### src/rtl/flash_rd_pkg.sv
package flash_rd_pkg;
  typedef enum logic [1:0] {
    SRC_IDLE   = 2'd0,
    SRC_ARRAY  = 2'd1,
    SRC_STATUS = 2'd2,
    SRC_IDENT  = 2'd3
  } rd_src_e;
endpackage

### src/rtl/frm_access_detect.sv
module frm_access_detect (
  input  logic clk,
  input  logic rst,
  input  logic sel_n,
  input  logic out_en_n,
  input  logic busy,
  output logic rd_act,
  output logic rd_start,
  output logic prog_start
);
  logic act_q;
  logic busy_q;

  assign rd_act     = !sel_n && !out_en_n;
  assign rd_start   = rd_act && !act_q;
  assign prog_start = busy && !busy_q;

  always_ff @(posedge clk) begin
    if (rst) begin
      act_q  <= 1'b0;
      busy_q <= 1'b0;
    end else begin
      act_q  <= rd_act;
      busy_q <= busy;
    end
  end
endmodule

### src/rtl/frm_toggle_track.sv
module frm_toggle_track (
  input  logic clk,
  input  logic rst,
  input  logic busy,
  input  logic rd_start,
  input  logic prog_start,
  output logic tgl_now
);
  logic tgl_q;
  logic tgl_base;

  // A new cycle clears first, then a read start in the same cycle inverts.
  always_comb begin
    tgl_base = prog_start ? 1'b0 : tgl_q;
    tgl_now  = (busy && rd_start) ? !tgl_base : tgl_base;
  end

  always_ff @(posedge clk) begin
    if (rst) tgl_q <= 1'b0;
    else     tgl_q <= tgl_now;
  end
endmodule

### src/rtl/frm_id_decode.sv
module frm_id_decode #(
  parameter int          ADDR_W   = 17,
  parameter int          DATA_W   = 8,
  parameter logic [7:0]  MFR_CODE = 8'hDA,
  parameter logic [7:0]  DEV_CODE = 8'hC1
) (
  input  logic [ADDR_W-1:0] addr,
  output logic [DATA_W-1:0] id_byte
);
  localparam int UPPER_W = ADDR_W - 1;

  logic upper_zero;
  assign upper_zero = (addr[ADDR_W-1:1] == {UPPER_W{1'b0}});

  always_comb begin
    id_byte = '0;
    if (upper_zero) begin
      if (addr[0]) id_byte = DATA_W'(DEV_CODE);
      else         id_byte = DATA_W'(MFR_CODE);
    end
  end
endmodule

### src/rtl/frm_out_stage.sv
module frm_out_stage
  import flash_rd_pkg::*;
#(
  parameter int DATA_W   = 8,
  parameter int POLL_BIT = 7,
  parameter int TGL_BIT  = 6
) (
  input  logic              clk,
  input  logic              rst,
  input  logic              rd_act,
  input  logic              busy,
  input  logic              id_mode,
  input  logic              last_poll_bit,
  input  logic              tgl_now,
  input  logic [DATA_W-1:0] arr_data,
  input  logic [DATA_W-1:0] id_byte,
  output logic [DATA_W-1:0] rd_data,
  output logic              rd_drive
);
  rd_src_e           src;
  logic [DATA_W-1:0] status_byte;
  logic [DATA_W-1:0] data_nxt;

  generate
    for (genvar i = 0; i < DATA_W; i++) begin : g_stat
      if (i == POLL_BIT) begin : g_poll
        assign status_byte[i] = !last_poll_bit;
      end else if (i == TGL_BIT) begin : g_tgl
        assign status_byte[i] = tgl_now;
      end else begin : g_zero
        assign status_byte[i] = 1'b0;
      end
    end
  endgenerate

  always_comb begin
    if (!rd_act)      src = SRC_IDLE;
    else if (busy)    src = SRC_STATUS;
    else if (id_mode) src = SRC_IDENT;
    else              src = SRC_ARRAY;
  end

  always_comb begin
    unique case (src)
      SRC_ARRAY:  data_nxt = arr_data;
      SRC_STATUS: data_nxt = status_byte;
      SRC_IDENT:  data_nxt = id_byte;
      default:    data_nxt = '0;
    endcase
  end

  always_ff @(posedge clk) begin
    if (rst) begin
      rd_data  <= '0;
      rd_drive <= 1'b0;
    end else begin
      rd_data  <= data_nxt;
      rd_drive <= rd_act;
    end
  end
endmodule

### src/rtl/flash_rd_mux.sv
module flash_rd_mux #(
  parameter int          ADDR_W   = 17,
  parameter int          DATA_W   = 8,
  parameter int          POLL_BIT = 7,
  parameter int          TGL_BIT  = 6,
  parameter logic [7:0]  MFR_CODE = 8'hDA,
  parameter logic [7:0]  DEV_CODE = 8'hC1
) (
  input  logic              clk,
  input  logic              rst,
  input  logic              sel_n,
  input  logic              out_en_n,
  input  logic [ADDR_W-1:0] addr,
  input  logic              busy,
  input  logic              last_poll_bit,
  input  logic              id_mode,
  input  logic [DATA_W-1:0] arr_data,
  output logic [DATA_W-1:0] rd_data,
  output logic              rd_drive
);
  logic              rd_act;
  logic              rd_start;
  logic              prog_start;
  logic              tgl_now;
  logic [DATA_W-1:0] id_byte;

  frm_access_detect u_det (
    .clk        (clk),
    .rst        (rst),
    .sel_n      (sel_n),
    .out_en_n   (out_en_n),
    .busy       (busy),
    .rd_act     (rd_act),
    .rd_start   (rd_start),
    .prog_start (prog_start)
  );

  frm_toggle_track u_tgl (
    .clk        (clk),
    .rst        (rst),
    .busy       (busy),
    .rd_start   (rd_start),
    .prog_start (prog_start),
    .tgl_now    (tgl_now)
  );

  frm_id_decode #(
    .ADDR_W   (ADDR_W),
    .DATA_W   (DATA_W),
    .MFR_CODE (MFR_CODE),
    .DEV_CODE (DEV_CODE)
  ) u_id (
    .addr    (addr),
    .id_byte (id_byte)
  );

  frm_out_stage #(
    .DATA_W   (DATA_W),
    .POLL_BIT (POLL_BIT),
    .TGL_BIT  (TGL_BIT)
  ) u_out (
    .clk           (clk),
    .rst           (rst),
    .rd_act        (rd_act),
    .busy          (busy),
    .id_mode       (id_mode),
    .last_poll_bit (last_poll_bit),
    .tgl_now       (tgl_now),
    .arr_data      (arr_data),
    .id_byte       (id_byte),
    .rd_data       (rd_data),
    .rd_drive      (rd_drive)
  );
endmodule

### config.mk
export PLATFORM = sky130hd
export DESIGN_NAME = flash_rd_mux
export DESIGN_NICKNAME = d
export VERILOG_FILES = /design/src/rtl/flash_rd_pkg.sv /design/src/rtl/frm_access_detect.sv /design/src/rtl/frm_toggle_track.sv /design/src/rtl/frm_id_decode.sv /design/src/rtl/frm_out_stage.sv /design/src/rtl/flash_rd_mux.sv
export SDC_FILE = /design/constraint.sdc
export NUM_CORES = 1
export LEC_CHECK = 0
export BUFFER_PORTS_ARGS = -buffer_cell sky130_fd_sc_hd__buf_4
export CAP_MARGIN = 20
export CORE_ASPECT_RATIO = 0.9
export CORE_MARGIN = 2
export CORE_UTILIZATION = 32
export DETAILED_ROUTE_END_ITERATION = 8
export GPL_ROUTABILITY_DRIVEN = 0
export GPL_TIMING_DRIVEN = 0
export PLACE_DENSITY = 0.75
export SYNTH_ARGS = -nofsm -noshare
export SYNTH_HDL_FRONTEND = slang
export SYNTH_SLANG_ARGS = --single-unit
export TNS_END_PERCENT = 50
### constraint.sdc
create_clock -name clk -period 1 [get_ports clk]
set_input_delay 0.1 -clock clk [delete_from_list [all_inputs] [get_ports clk]]
set_output_delay 0.1 -clock clk [all_outputs]
set_load 0.005 [all_outputs]
==> impl_metrics.yaml, run 1 <==
placement:
  postPlaceCellArea_um2: 808
  portBuffers: 40
  pre_cts_ws_ns: -0.232
  dpl.hpwl_um: 1040
logic_synthesis:
  synth-seq-cells: 11
  synthesis.instances: 46
  syn_area_um2: 488
  synth_cell_types: 20
  avgSynthCellArea_um2: 10.6
  synth.top_cell.area_share: 0.451
  ys_seq_area_frac: 0.451
  synth_area_leaders: "dfxtp_1 45%, nand3b_1 7.7%, o2bb2ai_1 5.4%, o31ai_1 4.6%, nand4_4 4.4%"
  yosysWarnings: 0
  yosys.area.top_type: "dfxtp_1"
  syn_nets: 78
timing:
  slew_headroom: 0.681
  period_share: 1.05
  slew_violations: 0
  clock.fmax_mhz: 951
  min_period_ns: 1.05
  worst_slew_pin_slew_ns: 0.475
  hold_ws_ns: 0.0264
  finalHoldViolations: 0
  setup_viol: 1
  rsz0062_at_grt: "true"
  fin_skew_ns: 0.0142
  setup_ws_ns: -0.0519
layout:
  nets: 123
  drive_gt1_frac: 0.533
  antenna_cells: 0
  area_growth_pct: 71.0
  final_cell_mix: "40 x buf_4, 10 x dfxtp_1, 5 x nand3b_1"
  layout_commonest_cell: "buf_4"
  fillers: 144
  finalInstanceArea_um2: 835
routing:
  drc: 0
  via_per_inst: 5.25
  wl_per_cell_um: 12.2
  drt_wl_total_um: 1290
  dr.pass1.iters: 2
  num_vias: 551
  antenna_left: 0
  drt_iter0_drc: 5
worst_setup_path:
  cp-end-kind: "register"
  crit_path_max_fanout: 5
  slowest_stage: "dfxtp_2"
  r2r-start: "u_out.rd_drive$_SDFF_PP0_"
  crit_chain: "a21bo_2, a32o_1, o2bb2ai_1"
  path_class: "register to register"
  start_kind: "register"
  crit_start: "u_out.rd_drive$_SDFF_PP0_"
  max_stage_delay_ns: 0.36
  arrival_ns: 1.19
  cp.required_ns: 1.14
grt:
  grt_pass1_vias: 446
  antenna_found_initial: 0
  grt_first_pass_wirelength_um: 1690
  grt_start_max_net_pins: 9
  gr-total-overflow: 0
  use_met3: 0.0485
  grt_use_total: 0.137
  met1_usage: 0.130
  grt.busiest_layer: "met2"
  grt_use_met2: 0.239
floorplanning:
  io-pin-count: 41
  start_util: 0.341
  die_x_um: 45.2
  rows: 13
  die_area_um2: 1850
  core_area_um2: 1430
  die_y_um: 41.0
clocking:
  cts_setup_buffers: 0
  cts_root_buf: "clkbuf_4"
  clk_pin_slew_ns: 0.08
  cts_tree: "yes"
  cts-hold-fix-buffers: 0
  clk-insertion-delay-late_ns: 0.27
  cts_buffer_depth: 2
  h-tree-depth: 1
  numCtsBuffers: 3
  cts.sinks: 11
job:
  drv_cap: 0
status:
  violations: "negative setup slack"
  outcome: "finished, violations left"
hold_path:
  min_from: "rst"
  hp-class: "input pin to register"
power:
  max-vdd-ir-drop_v: 0.000550
  p_leak_nw: 0.375
  finalPower_mw: 0.915
  p_per_area_nw_per_um2: 1100
## cell usage after synthesis
cell	n
nand3_1	2
nor3_1	3
nand4_4	1
nor4b_2	1
nor2_1	2
a21bo_2	1
a32o_1	1
nand3b_1	5
nand2_1	2
inv_1	1
o31a_1	1
nor4_1	3
o2bb2ai_1	3
a21oi_1	1
o21ai_0	1
dfxtp_1	11
nor4_4	1
o31ai_1	3
o21ai_1	1
and3b_1	2
## worst paths after layout
check	to	slack (ns)	depth (start not counted)
min	u_det.busy_q$_SDFF_PP0_	0.03	2
min reg2reg	u_tgl.tgl_q$_SDFF_PP0_	0.54	2
max reg2reg	u_out.rd_data[6]$_SDFF_PP0_	-0.05	3
max	u_out.rd_data[6]$_SDFF_PP0_	-0.05	3
## where the power goes
group          switching (mW)  internal, mW  total [mW]
combinational          0.0565         0.107       0.163
clock                   0.143         0.154       0.296
sequential            0.00686         0.448       0.455
## timing repair
item	in CTS	in global routing
endpoints found under the setup margin	1	5
gates resized for setup	0	1
pin swaps	0	1
## cell families (layout without fill, tap and decap cells)
group	count (synthesis)	in the layout	share of synthesized area
AND/OR/NAND/NOR	22	22	0.351
AO/OA/AOI/OAI	12	12	0.190
flip-flops	11	11	0.451
buffers and inverters	1	45	0.00768
## registers in the layout, summed over array words and instances, names as in the netlist
name	flops
u_out.rd_data	8
u_det.busy_q	1
u_out.rd_drive	1
u_tgl.tgl_q	1
## per-layer routing
metal | share of wire | wire length (um)
met5 | 0 | 0
met4 | 0.036 | 46
met3 | 0.084 | 108
met2 | 0.50 | 638
met1 | 0.38 | 493
## through the flow
step / setup TNS [ns] / utilization / std cells
5_1_grt: -0.212 / 0.583 / 105
2_1_floorplan: 0 / - / 46
6_report: -0.0519 / 0.583 / 105
3_3_place_gp: -1.19 / 0.565 / 101
3_5_place_dp: -1.20 / 0.565 / 101
4_1_cts: -0.0459 / 0.583 / 105
## area by class of cell
class                      count  area [um2]  area share
timing repair buffer          40         300       0.360
multi-input combinational     34         264       0.316
sequential                    11         221       0.265
clock buffer                   4        26.3      0.0315
tap                           15        18.8      0.0225
inverter                       1        3.75     0.00450
## critical path: cells and delay by family (launching register included)
family,cells,cell delay [ns]
flops,1,0.36
compound gates,3,0.57
Power figures use the tool's default switching activity.
==> run 2, diff against run 1 <==
- CORE_UTILIZATION: 32 -> 35
- PLACE_DENSITY: 0.75 -> 0.77
- SKIP_CTS_REPAIR_TIMING: not set -> 1
- SYNTH_HIERARCHICAL: not set -> 1
==> run 2 against run 1 <==
Net effect: the run still ends with negative setup slack left; wire length rose by 14%; die area rose by 7.1%; largest cell class unchanged; clock power rose by 30%; critical path type unchanged; combinational power rose by 23%; non-clock buffer count rose by 9; cell area rose by 19%; sequential share of layout area fell by 2.2 points; highest routed layer unchanged; utilization rose by 8.0 points; worst hold slack got worse by 0.025 ns; count of clock-buffer cells in the layout did not move; largest power group unchanged.
==> impl_metrics.yaml, run 2 <==
power:
  p_leak_nw: 0.507
  max-vdd-ir-drop_v: 0.000693
  p_per_area_nw_per_um2: 1090
logic_synthesis:
  synth_ff_type: "dfxtp_1"
  synth.most_common_cell: "dfxtp_1"
  synth_area_leaders: "dfxtp_1 42%, mux2i_1 10%, buf_4 7.8%, nor2_1 5.9%, nor2b_1 4.3%"
  synth_common_cells: "12 x dfxtp_1, 9 x nor2_1, 6 x buf_4, 6 x mux2i_1, 4 x nor2b_1"
  synth_cell_types: 20
  avgSynthCellArea_um2: 9.76
  async_flop_share: 0
  synth-seq-cells: 12
  ys_seq_area_frac: 0.417
  synth.top_cell.area_share: 0.417
  yosysWarnings: 6
  synth_edf_count: 0
  yosys.area.top_type: "dfxtp_1"
  synthesis.instances: 59
  syn_area_um2: 576
clocking:
  h-tree-depth: 1
  clk-insertion-delay-late_ns: 0.27
  clk_pin_slew_ns: 0.08
  cts_tree: "yes"
  cts.sinks: 12
  cts_buffer_depth: 2
  cts_root_buf: "clkbuf_4"
  numCtsBuffers: 3
status:
  outcome: "finished, violations left"
  violations: "negative setup slack"
routing:
  drt_iter0_drc: 4
  wl_met1_um: 554
  num_vias: 546
  wl_per_cell_um: 11.5
  via_per_inst: 4.30
  wl_met2_um: 816
  dr.pass1.iters: 4
  antenna_left: 0
  drt_wl_total_um: 1460
  drc: 0
  top_layer_used: "met4"
  wl_met3_um: 77
layout:
  final_cell_mix: "46 x buf_4, 11 x dfxtp_1, 8 x nor2_1"
  finalInstanceArea_um2: 992
  drive_gt1_frac: 0.610
  nets: 138
  area_growth_pct: 72.4
  largest-register: "u_out/rd_data"
  layout_commonest_cell: "buf_4"
  antenna_cells: 0
  fillers: 141
  largest_reg_flops: 8
timing:
  min_period_ns: 1.09
  tns_ns: -0.0917
  setup_ws_ns: -0.0917
  rsz0062_at_grt: "true"
  slew_violations: 0
  fin_skew_ns: 0.000818
  finalHoldViolations: 0
  period_share: 1.09
  setup_viol: 1
  clock.fmax_mhz: 916
  hold_ws_ns: 0.00101
grt:
  antenna_found_initial: 0
  grt_start_max_net_pins: 9
  grt_pass1_vias: 527
  grt_first_pass_wirelength_um: 2170
  gr-total-overflow: 0
  grt_use_total: 0.154
floorplanning:
  die_y_um: 42.5
  io-pin-count: 41
  die_x_um: 46.7
  start_util: 0.385
  die_area_um2: 1990
  core_area_um2: 1500
  rows: 13
placement:
  portBuffers: 39
  dpl.hpwl_um: 1090
  postPlaceCellArea_um2: 902
worst_setup_path:
  cp-end-kind: "register"
  crit_start: "u_det/act_q$_SDFF_PP0_"
  crit_path_max_fanout: 2
  r2r-start: "u_det/act_q$_SDFF_PP0_"
  arrival_ns: 1.26
  path_class: "register to register"
  start_kind: "register"
  cp.required_ns: 1.17
job:
  drv_cap: 0
hold_path:
  hp-class: "input pin to register"
  min_from: "out_en_n"
## run 2: changes by cell type after synthesis, sizes merged, moves of 3 or more
| cell | before | now |
|---|---|---|
| mux2i | 0 | 6 |
| buf | 0 | 8 |
| o2bb2ai | 3 | 0 |
| o31ai | 3 | 0 |
| nand3b | 5 | 0 |
| nor2 | 2 | 9 |
| nor2b | 0 | 5 |
## run 2: routing by layer
layer,track usage,up-vias
li1,-,283
met1,0.195,245
met2,0.228,16
met3,0.0474,2
met4,0.0833,0
met5,0,-
## run 2: critical path: stages, from the launching register on
cell and delay, ns:
dfxtp_2 0.32, nor3_2 0.10, nand2_1 0.10, xnor2_2 0.14, or2b_1 0.22, o211a_1 0.12
## run 2: cell families (layout without fill, tap and decap cells)
kind of cell           count (synthesis)  in the layout  synth area share
AND/OR/NAND/NOR                       25             25             0.250
flip-flops                            12             12             0.417
multiplexers                           8              8             0.143
XOR/XNOR                               1              1            0.0283
buffers and inverters                 10             55             0.120
AO/OA/AOI/OAI                          2              2            0.0348
other                                  1              2           0.00652
## run 2: final cells by class
type / count / area (um2) / share of cell area
timing repair buffer: 41 / 310 / 0.313
multi-input combinational: 38 / 308 / 0.310
sequential: 12 / 241 / 0.243
buffer: 8 / 61.3 / 0.0618
clock buffer: 4 / 36.3 / 0.0366
tap: 22 / 27.5 / 0.0277
inverter: 2 / 7.51 / 0.00757
## run 2: per-stage QoR
stage	utilization	power (mW)	worst slack, ns	std cells
detailed placement	0.603	0.688	-0.264	121
global route	0.663	1.13	-0.129	127
global placement	0.603	0.683	-0.253	121
CTS	0.627	1.08	-0.112	125
finish	0.663	1.08	-0.0917	127
floorplan	-	0.572	-0.0635	60
## run 2: power by group
part	switching, mW	total (mW)	internal [mW]
Sequential	0.00371	0.494	0.490
Combinational	0.0690	0.200	0.131
Clock	0.163	0.384	0.221
## run 2: path summary, 6_finish.rpt
check,end,slack [ns],cells after the start
worst min-delay path,u_det/act_q$_SDFF_PP0_,0.001,2
worst min register to register,u_tgl/tgl_q$_SDFF_PP0_,0.67,4
worst max register to register,u_out/rd_data[6]$_SDFF_PP0_,-0.09,5
worst max-delay path,u_out/rd_data[6]$_SDFF_PP0_,-0.09,5
